--- config.mk ---
export PLATFORM = sky130hd
export DESIGN_NAME = page_hit_detect
export DESIGN_NICKNAME = d
export VERILOG_FILES = /design/src/rtl/page_hit_pkg.sv /design/src/rtl/page_hit_datapath.sv /design/src/rtl/page_hit_ctrl.sv /design/src/rtl/page_hit_detect.sv
export SDC_FILE = /design/constraint.sdc
export NUM_CORES = 1
export LEC_CHECK = 0
export BUFFER_PORTS_ARGS = -buffer_cell sky130_fd_sc_hd__buf_4
export CORE_UTILIZATION = 45
export DETAILED_ROUTE_END_ITERATION = 6
export GPL_TIMING_DRIVEN = 0
export PLACE_DENSITY = 0.76
export SLEW_MARGIN = 20
export SYNTH_ARGS = -nofsm -noshare
export SYNTH_HDL_FRONTEND = slang
export SYNTH_SLANG_ARGS = --single-unit
export TNS_END_PERCENT = 30
--- constraint.sdc ---
create_clock -name clk -period 4.6 [get_ports clk]
set_input_delay 0.69 -clock clk [delete_from_list [all_inputs] [get_ports clk]]
set_output_delay 0.69 -clock clk [all_outputs]
set_load 0.02 [all_outputs]
--- src/rtl/page_hit_pkg.sv ---
package page_hit_pkg;
  parameter int ADDR_W = 32;

  typedef struct packed {
    logic loadPrev;
    logic clearPrev;
  } hitStrobes_t;
endpackage

--- src/rtl/page_hit_datapath.sv ---
module page_hit_datapath
  import page_hit_pkg::*;
#(
  parameter int AW = ADDR_W
) (
  input  logic        clk,
  input  logic        rstN,
  input  logic [AW-1:0] busAddr,
  input  logic [AW-1:0] pageMask,
  input  hitStrobes_t strobes,
  output logic        addrMatch
);
  logic [AW-1:0] prevAddr;
  logic [AW-1:0] diffBits;

  always_ff @(posedge clk) begin
    if (!rstN)                  prevAddr <= '0;
    else if (strobes.clearPrev) prevAddr <= '0;
    else if (strobes.loadPrev)  prevAddr <= busAddr;
  end

  assign diffBits  = (busAddr ^ prevAddr) & pageMask;
  assign addrMatch = (diffBits == '0);


  prev_load_chk: assert property (@(posedge clk) disable iff (!rstN)
    strobes.loadPrev |=> (prevAddr == $past(busAddr)));
endmodule

--- src/rtl/page_hit_ctrl.sv ---
module page_hit_ctrl
  import page_hit_pkg::*;
(
  input  logic        clk,
  input  logic        rstN,
  input  logic        addrValid,
  input  logic        detectEn,
  input  logic        ownerChange,
  input  logic        addrMatch,
  output hitStrobes_t strobes,
  output logic        samePageN
);
  logic prevValid;
  logic suppressPending;
  logic suppressNow;
  logic hitNow;

  assign suppressNow = suppressPending | ownerChange;
  assign strobes.loadPrev  = addrValid & detectEn;
  assign strobes.clearPrev = ~detectEn;

  assign hitNow    = addrValid & detectEn & prevValid & ~suppressNow & addrMatch;
  assign samePageN = ~hitNow;

  always_ff @(posedge clk) begin
    if (!rstN)          prevValid <= 1'b0;
    else if (!detectEn) prevValid <= 1'b0;
    else if (addrValid) prevValid <= 1'b1;
  end

  always_ff @(posedge clk) begin
    if (!rstN)          suppressPending <= 1'b0;
    else if (addrValid) suppressPending <= 1'b0;
    else if (ownerChange) suppressPending <= 1'b1;
  end


  idle_high_chk: assert property (@(posedge clk) disable iff (!rstN)
    !addrValid |-> samePageN);


  disabled_high_chk: assert property (@(posedge clk) disable iff (!rstN)
    !detectEn |-> samePageN);


  reenable_miss_chk: assert property (@(posedge clk) disable iff (!rstN)
    ($past(!detectEn) && addrValid) |-> samePageN);


  owner_same_cycle_chk: assert property (@(posedge clk) disable iff (!rstN)
    ownerChange |-> samePageN);


  owner_pending_chk: assert property (@(posedge clk) disable iff (!rstN)
    ($past(ownerChange) && !$past(addrValid) && addrValid) |-> samePageN);
endmodule

--- src/rtl/page_hit_detect.sv ---
module page_hit_detect
  import page_hit_pkg::*;
(
  input  logic        clk,
  input  logic        rstN,
  input  logic [31:0] busAddr,
  input  logic        addrValid,
  input  logic [31:0] pageMask,
  input  logic        detectEn,
  input  logic        ownerChange,
  output logic        samePageN
);
  hitStrobes_t strobes;
  logic        addrMatch;

  page_hit_ctrl u_ctrl (
    .clk        (clk),
    .rstN       (rstN),
    .addrValid  (addrValid),
    .detectEn   (detectEn),
    .ownerChange(ownerChange),
    .addrMatch  (addrMatch),
    .strobes    (strobes),
    .samePageN  (samePageN)
  );

  page_hit_datapath #(.AW(32)) u_dp (
    .clk      (clk),
    .rstN     (rstN),
    .busAddr  (busAddr),
    .pageMask (pageMask),
    .strobes  (strobes),
    .addrMatch(addrMatch)
  );
endmodule

* Word level (Yosys, flattened, before mapping)
Cells that the tools add are included.
** Word-level totals
- Register bits after elaboration :: 34
- Input bits :: 69
- Logic and storage cells :: 16
** Operators by class
- Bitwise operators :: 10
- Reductions and logical operators :: 3
** Operators by type and width (number)
- 32-bit AND :: 1
- 32-bit logical NOT :: 1
- 32-bit bitwise XOR :: 1
- 1-bit AND :: 4
- 1-bit NOT :: 3
- 2-bit AND reduction :: 1
- 2-bit OR reduction :: 1
- 1-bit OR :: 1

* Longest topological paths before layout
- Depth after elaboration :: 5
- Mapped depth :: 5
- Mapped depth without buffers :: 5

* Cells and area by module
From an unflattened synthesis, not the netlist that was laid out.
** Second synthesis, totals
- Cells, all modules :: 165
- Area total of the unflattened synthesis :: 1650.3 µm²
** Modules (own cells, without submodules)
- page_hit_datapath :: times used 1, cells each 157, area an instance 1564.0 µm², sequential area each 640.6 µm²
- page_hit_ctrl :: times used 1, cells each 8, area an instance 86.3 µm², sequential area each 40.0 µm²

* Worst setup path after synthesis
Ideal clock, no wire load.
- Path kind :: input-to-output
- Start point :: input port busAddr[5]
- End point :: output port samePageN
- Arrival time :: 1.910 ns
- Required time :: 3.910 ns
- Slack :: 2.000 ns
- Stages :: 5
- Path through :: xor2_1 a22o_1 a221oi_2 nand3_1 or4_1
** On the way
- Cells in the longest elaborated chain, start to end :: 5
** RTL lines
- start, declared :: RTL line page_hit_detect.sv:6 : input logic [31:0] busAddr,
- 32-bit bitwise XOR :: RTL line page_hit_datapath.sv:22 : assign diffBits = (busAddr ^ prevAddr) & pageMask;
- 32-bit AND :: RTL line page_hit_datapath.sv:22
- 32-bit logical NOT :: RTL line page_hit_datapath.sv:23 : assign addrMatch = (diffBits == '0);
- 1-bit AND :: RTL line page_hit_ctrl.sv:22 : assign hitNow = addrValid & detectEn & prevValid & ~suppressNow & addrMatch;
- 1-bit NOT :: RTL line page_hit_ctrl.sv:23 : assign samePageN = ~hitNow;
- end, declared :: RTL line page_hit_detect.sv:11 : output logic samePageN
No other way between the ends.

* Final worst setup path
Ends and elaborated chain as after synthesis.

==> qor.tcl <==
set qor(postSynth.topFlopCell) {dfxtp_1}
set qor(boundary_pins) 70
set qor(tritoncts) {yes}
set qor(cts_sinks) 34
set qor(start_kind) {primary input}
set qor(totalNegativeSetupSlack_ns) 0
set qor(crit_path_max_fanout) 2
set qor(worst_reg2reg_startpoint) {u_dp.prevAddr[9]}
set qor(worst_skew_pair.late_latency_ns) 0.33
set qor(max_clock_freq_mhz) 346
set qor(grt_first_pass_wirelength_um) 6220
set qor(placed_wire_length_estimate_after_detailed_placement_um) 2830
set qor(synthesis.nets) 233
set qor(final-instance-count-excl-fill) 284
set qor(hp_class) {register to register}
set qor(synth_seq_cells) 34
set qor(port_buffers) 68
set qor(cts_made_buffers) 5
set qor(overall_fraction_of_global_route_tracks_in_use_pct) 20.7
set qor(final_antenna_net_count) 0
set qor(critPathCaptureType) {primary output}
set qor(design.die.area_um2) 3870
set qor(synth.distinct_cells) 17
set qor(hold_path_end) {u_dp.prevAddr[18]}
set qor(hold_path.startpoint) {u_dp.prevAddr[18]}
set qor(cts-hold-fix-buffers) 0
set qor(worstRegToRegCells) 2
set qor(globalRoute.totalOverflow) 0
set qor(number_of_global_route_vias_before_repair) 1474
set qor(internal-power_w) 0.000443
set qor(hold-path-cell-count) 2
set qor(post_synth_instance_area_um2) 1630
set qor(power.share.combinational_pct) 20.0
set qor(detail_route.iter0.violations) 29
set qor(synthTopCellsByArea) {dfxtp_1, mux2i_1, xor2_1}
set qor(postSynthCellCount) 164
set qor(ctsRootBufferMaster) {clkbuf_4}
set qor(critical_path.reg2reg.endpoint) {u_dp.prevAddr[9]}
set qor(synth.cells.most_frequent) {nor2_1, dfxtp_1, mux2i_1, xor2_1, a22oi_1}
set qor(power_frac_seq_pct) 52.6
set qor(dp_cells) 278
set qor(detail_route.wirelength_um) 3690
set qor(route.detailed.wl_per_inst_um) 13.0
set qor(cts_repair_resize_count) 0
set qor(p_per_area_nw_per_um2) 262
set qor(synthToLayoutAreaGrowth_pct) 38.0
set qor(clock_power_share_pct) 27.4
set qor(setup_viol) 0
set qor(synth-async-reset-ratio_pct) 0
set qor(synth-edff-count) 0
set qor(final_net_count) 308
set qor(route.detailed.drc) 0
set qor(max_slew_margin_pct) 66.2
set qor(chipHeight_um) 62.2
set qor(max-clock-path-buffers) 2
set qor(post-synth-top-area-fraction_pct) 41.7
set qor(detail_route.first_pass.iterations) 5
set qor(rsz0062_at_grt) {no}
set qor(antenna_diode_count) 0
set qor(worst_setup_hold_path_clk_slew_ns) 0.10
set qor(fp-row-count) 21
set qor(yosysWarningCount) 0
set qor(crit_required_ns) 3.91
set qor(antenna_found_initial) 0
set qor(switching_pwr_w) 0.000147
set qor(max_cap_viol_count) 0
set qor(timing.final.crit_share_pct) 62.8
set qor(ys_seq_area_share_pct) 41.7
set qor(run_status) {finished, final reports clean}
set qor(post-cts-setup-buffer-count) 0
set qor(post-synth-top-area-cell) {dfxtp_1}
set qor(worstPathArrival_ns) 2.20
set qor(layout-drive-gt1-share_pct) 33.6
set qor(power_w) 0.000590
set qor(swShare_pct) 24.9
set qor(grt_max_degree) 11
set qor(post-route-min-period_ns) 2.89
set qor(floorplan.core_area_um2) 3420
set qor(worstMarginPinSlew_ns) 0.507
set qor(clock_tree.htree_level_count) 2
set qor(initial_utilization_pct) 47.7
set qor(timing_max_transition_violations_final) 0
set qor(crit_type) {primary input to primary output}
set qor(clock-skew-final_ns) 0
set qor(die_width_um) 62.2
set qor(avgSynthCellArea_um2) 9.94
set qor(post-synth-top-count-cell) {nor2_1}
set qor(hold_viol_final) 0
set qor(regToRegSetupSlack_ns) 3.94
set qor(post_drt_via_cell_ratio) 4.96
set qor(vdd_ir_drop_max_v) 0.000191
set qor(gp_weighted_congestion) 0.810
set qor(routed-via-count) 1409
set qor(p_leak_nw) 1.11
## layout by cell type, fill, tap and decap left out
master and instances:
nand2_1 1, a221oi_2 2, a21oi_1 1, or4_1 1, clkbuf_4 5, a221oi_1 1
a22o_1 3, a22oi_1 8, buf_2 4, buf_4 68, nor3b_1 1, xor2_1 32
dfxtp_1 34, nor2_1 35, nand4_1 2, clkbuf_8 1, a222oi_1 1, mux2i_1 32
nand3_1 3, clkbuf_1 3
## worst max-delay path by stage
stage / startpoint / to / slack [ns] / cells after the start
6_report: busAddr[5] / samePageN / 1.71 / 7
5_1_grt: busAddr[5] / samePageN / 1.66 / 7
4_1_cts: busAddr[5] / samePageN / 1.72 / 7
3_5_place_dp: busAddr[5] / samePageN / 1.73 / 7
3_3_place_gp: busAddr[5] / samePageN / 1.74 / 7
2_1_floorplan: busAddr[5] / samePageN / 2.00 / 5
## state kept, by name (all words and copies together), names as in the netlist
register	count
u_ctrl.prevValid	1
u_dp.prevAddr	32
u_ctrl.suppressPending	1
## through the flow
stage                     hold slack [ns]  cell area, um^2  utilization (%)  worst slack [ns]
after global placement              0.458             2200             64.4              1.74
after detailed placement            0.489             2200             64.4              1.73
after floorplan                     0.440             1630                -              2.00
after global routing                0.550             2250             65.9              1.66
after CTS                           0.520             2250             65.9              1.72
final                               0.520             2250             65.9              1.71
## worst max-delay path: stages
cell      delay [ns]
buf_4           0.12
xor2_1          0.15
a22o_1          0.24
a221oi_2        0.20
nand3_1         0.12
or4_1           0.51
buf_4           0.17
## power groups by stage
stage / registers, W / logic (W) / clock network [W]
floorplan: 0.000316 / 0.0000570 / 0
global placement: 0.000317 / 0.000117 / 0
detailed placement: 0.000317 / 0.000118 / 0
CTS: 0.000310 / 0.000119 / 0.000167
global route: 0.000312 / 0.000130 / 0.000181
finish: 0.000310 / 0.000118 / 0.000162
## cell type report
cell class,count,area (um^2)
Buffer,7,31.3
Clock buffer,6,51.3
Fill cell,301,1170
Multi-Input combinational cell,123,918
Sequential cell,34,681
Tap cell,46,57.6
Timing Repair Buffer,68,510
## layer usage
metal / GRT usage, % / vias up / wire (um)
li1: - / 717 / -
met1: 23.3 / 639 / 1590
met2: 36.1 / 40 / 1830
met3: 4.60 / 13 / 159
met4: 11.3 / 0 / 113
met5: 0 / - / 0
## cell families after synthesis
kind of cell / after synthesis / share of synthesized area [%]
mux: 32 / 19.6
buf+inv: 7 / 1.92
xor+xnor: 32 / 17.2
compound gates: 16 / 8.60
flops: 34 / 41.7
simple gates: 43 / 10.9
Note: power is estimated with default switching activity, not from simulation.
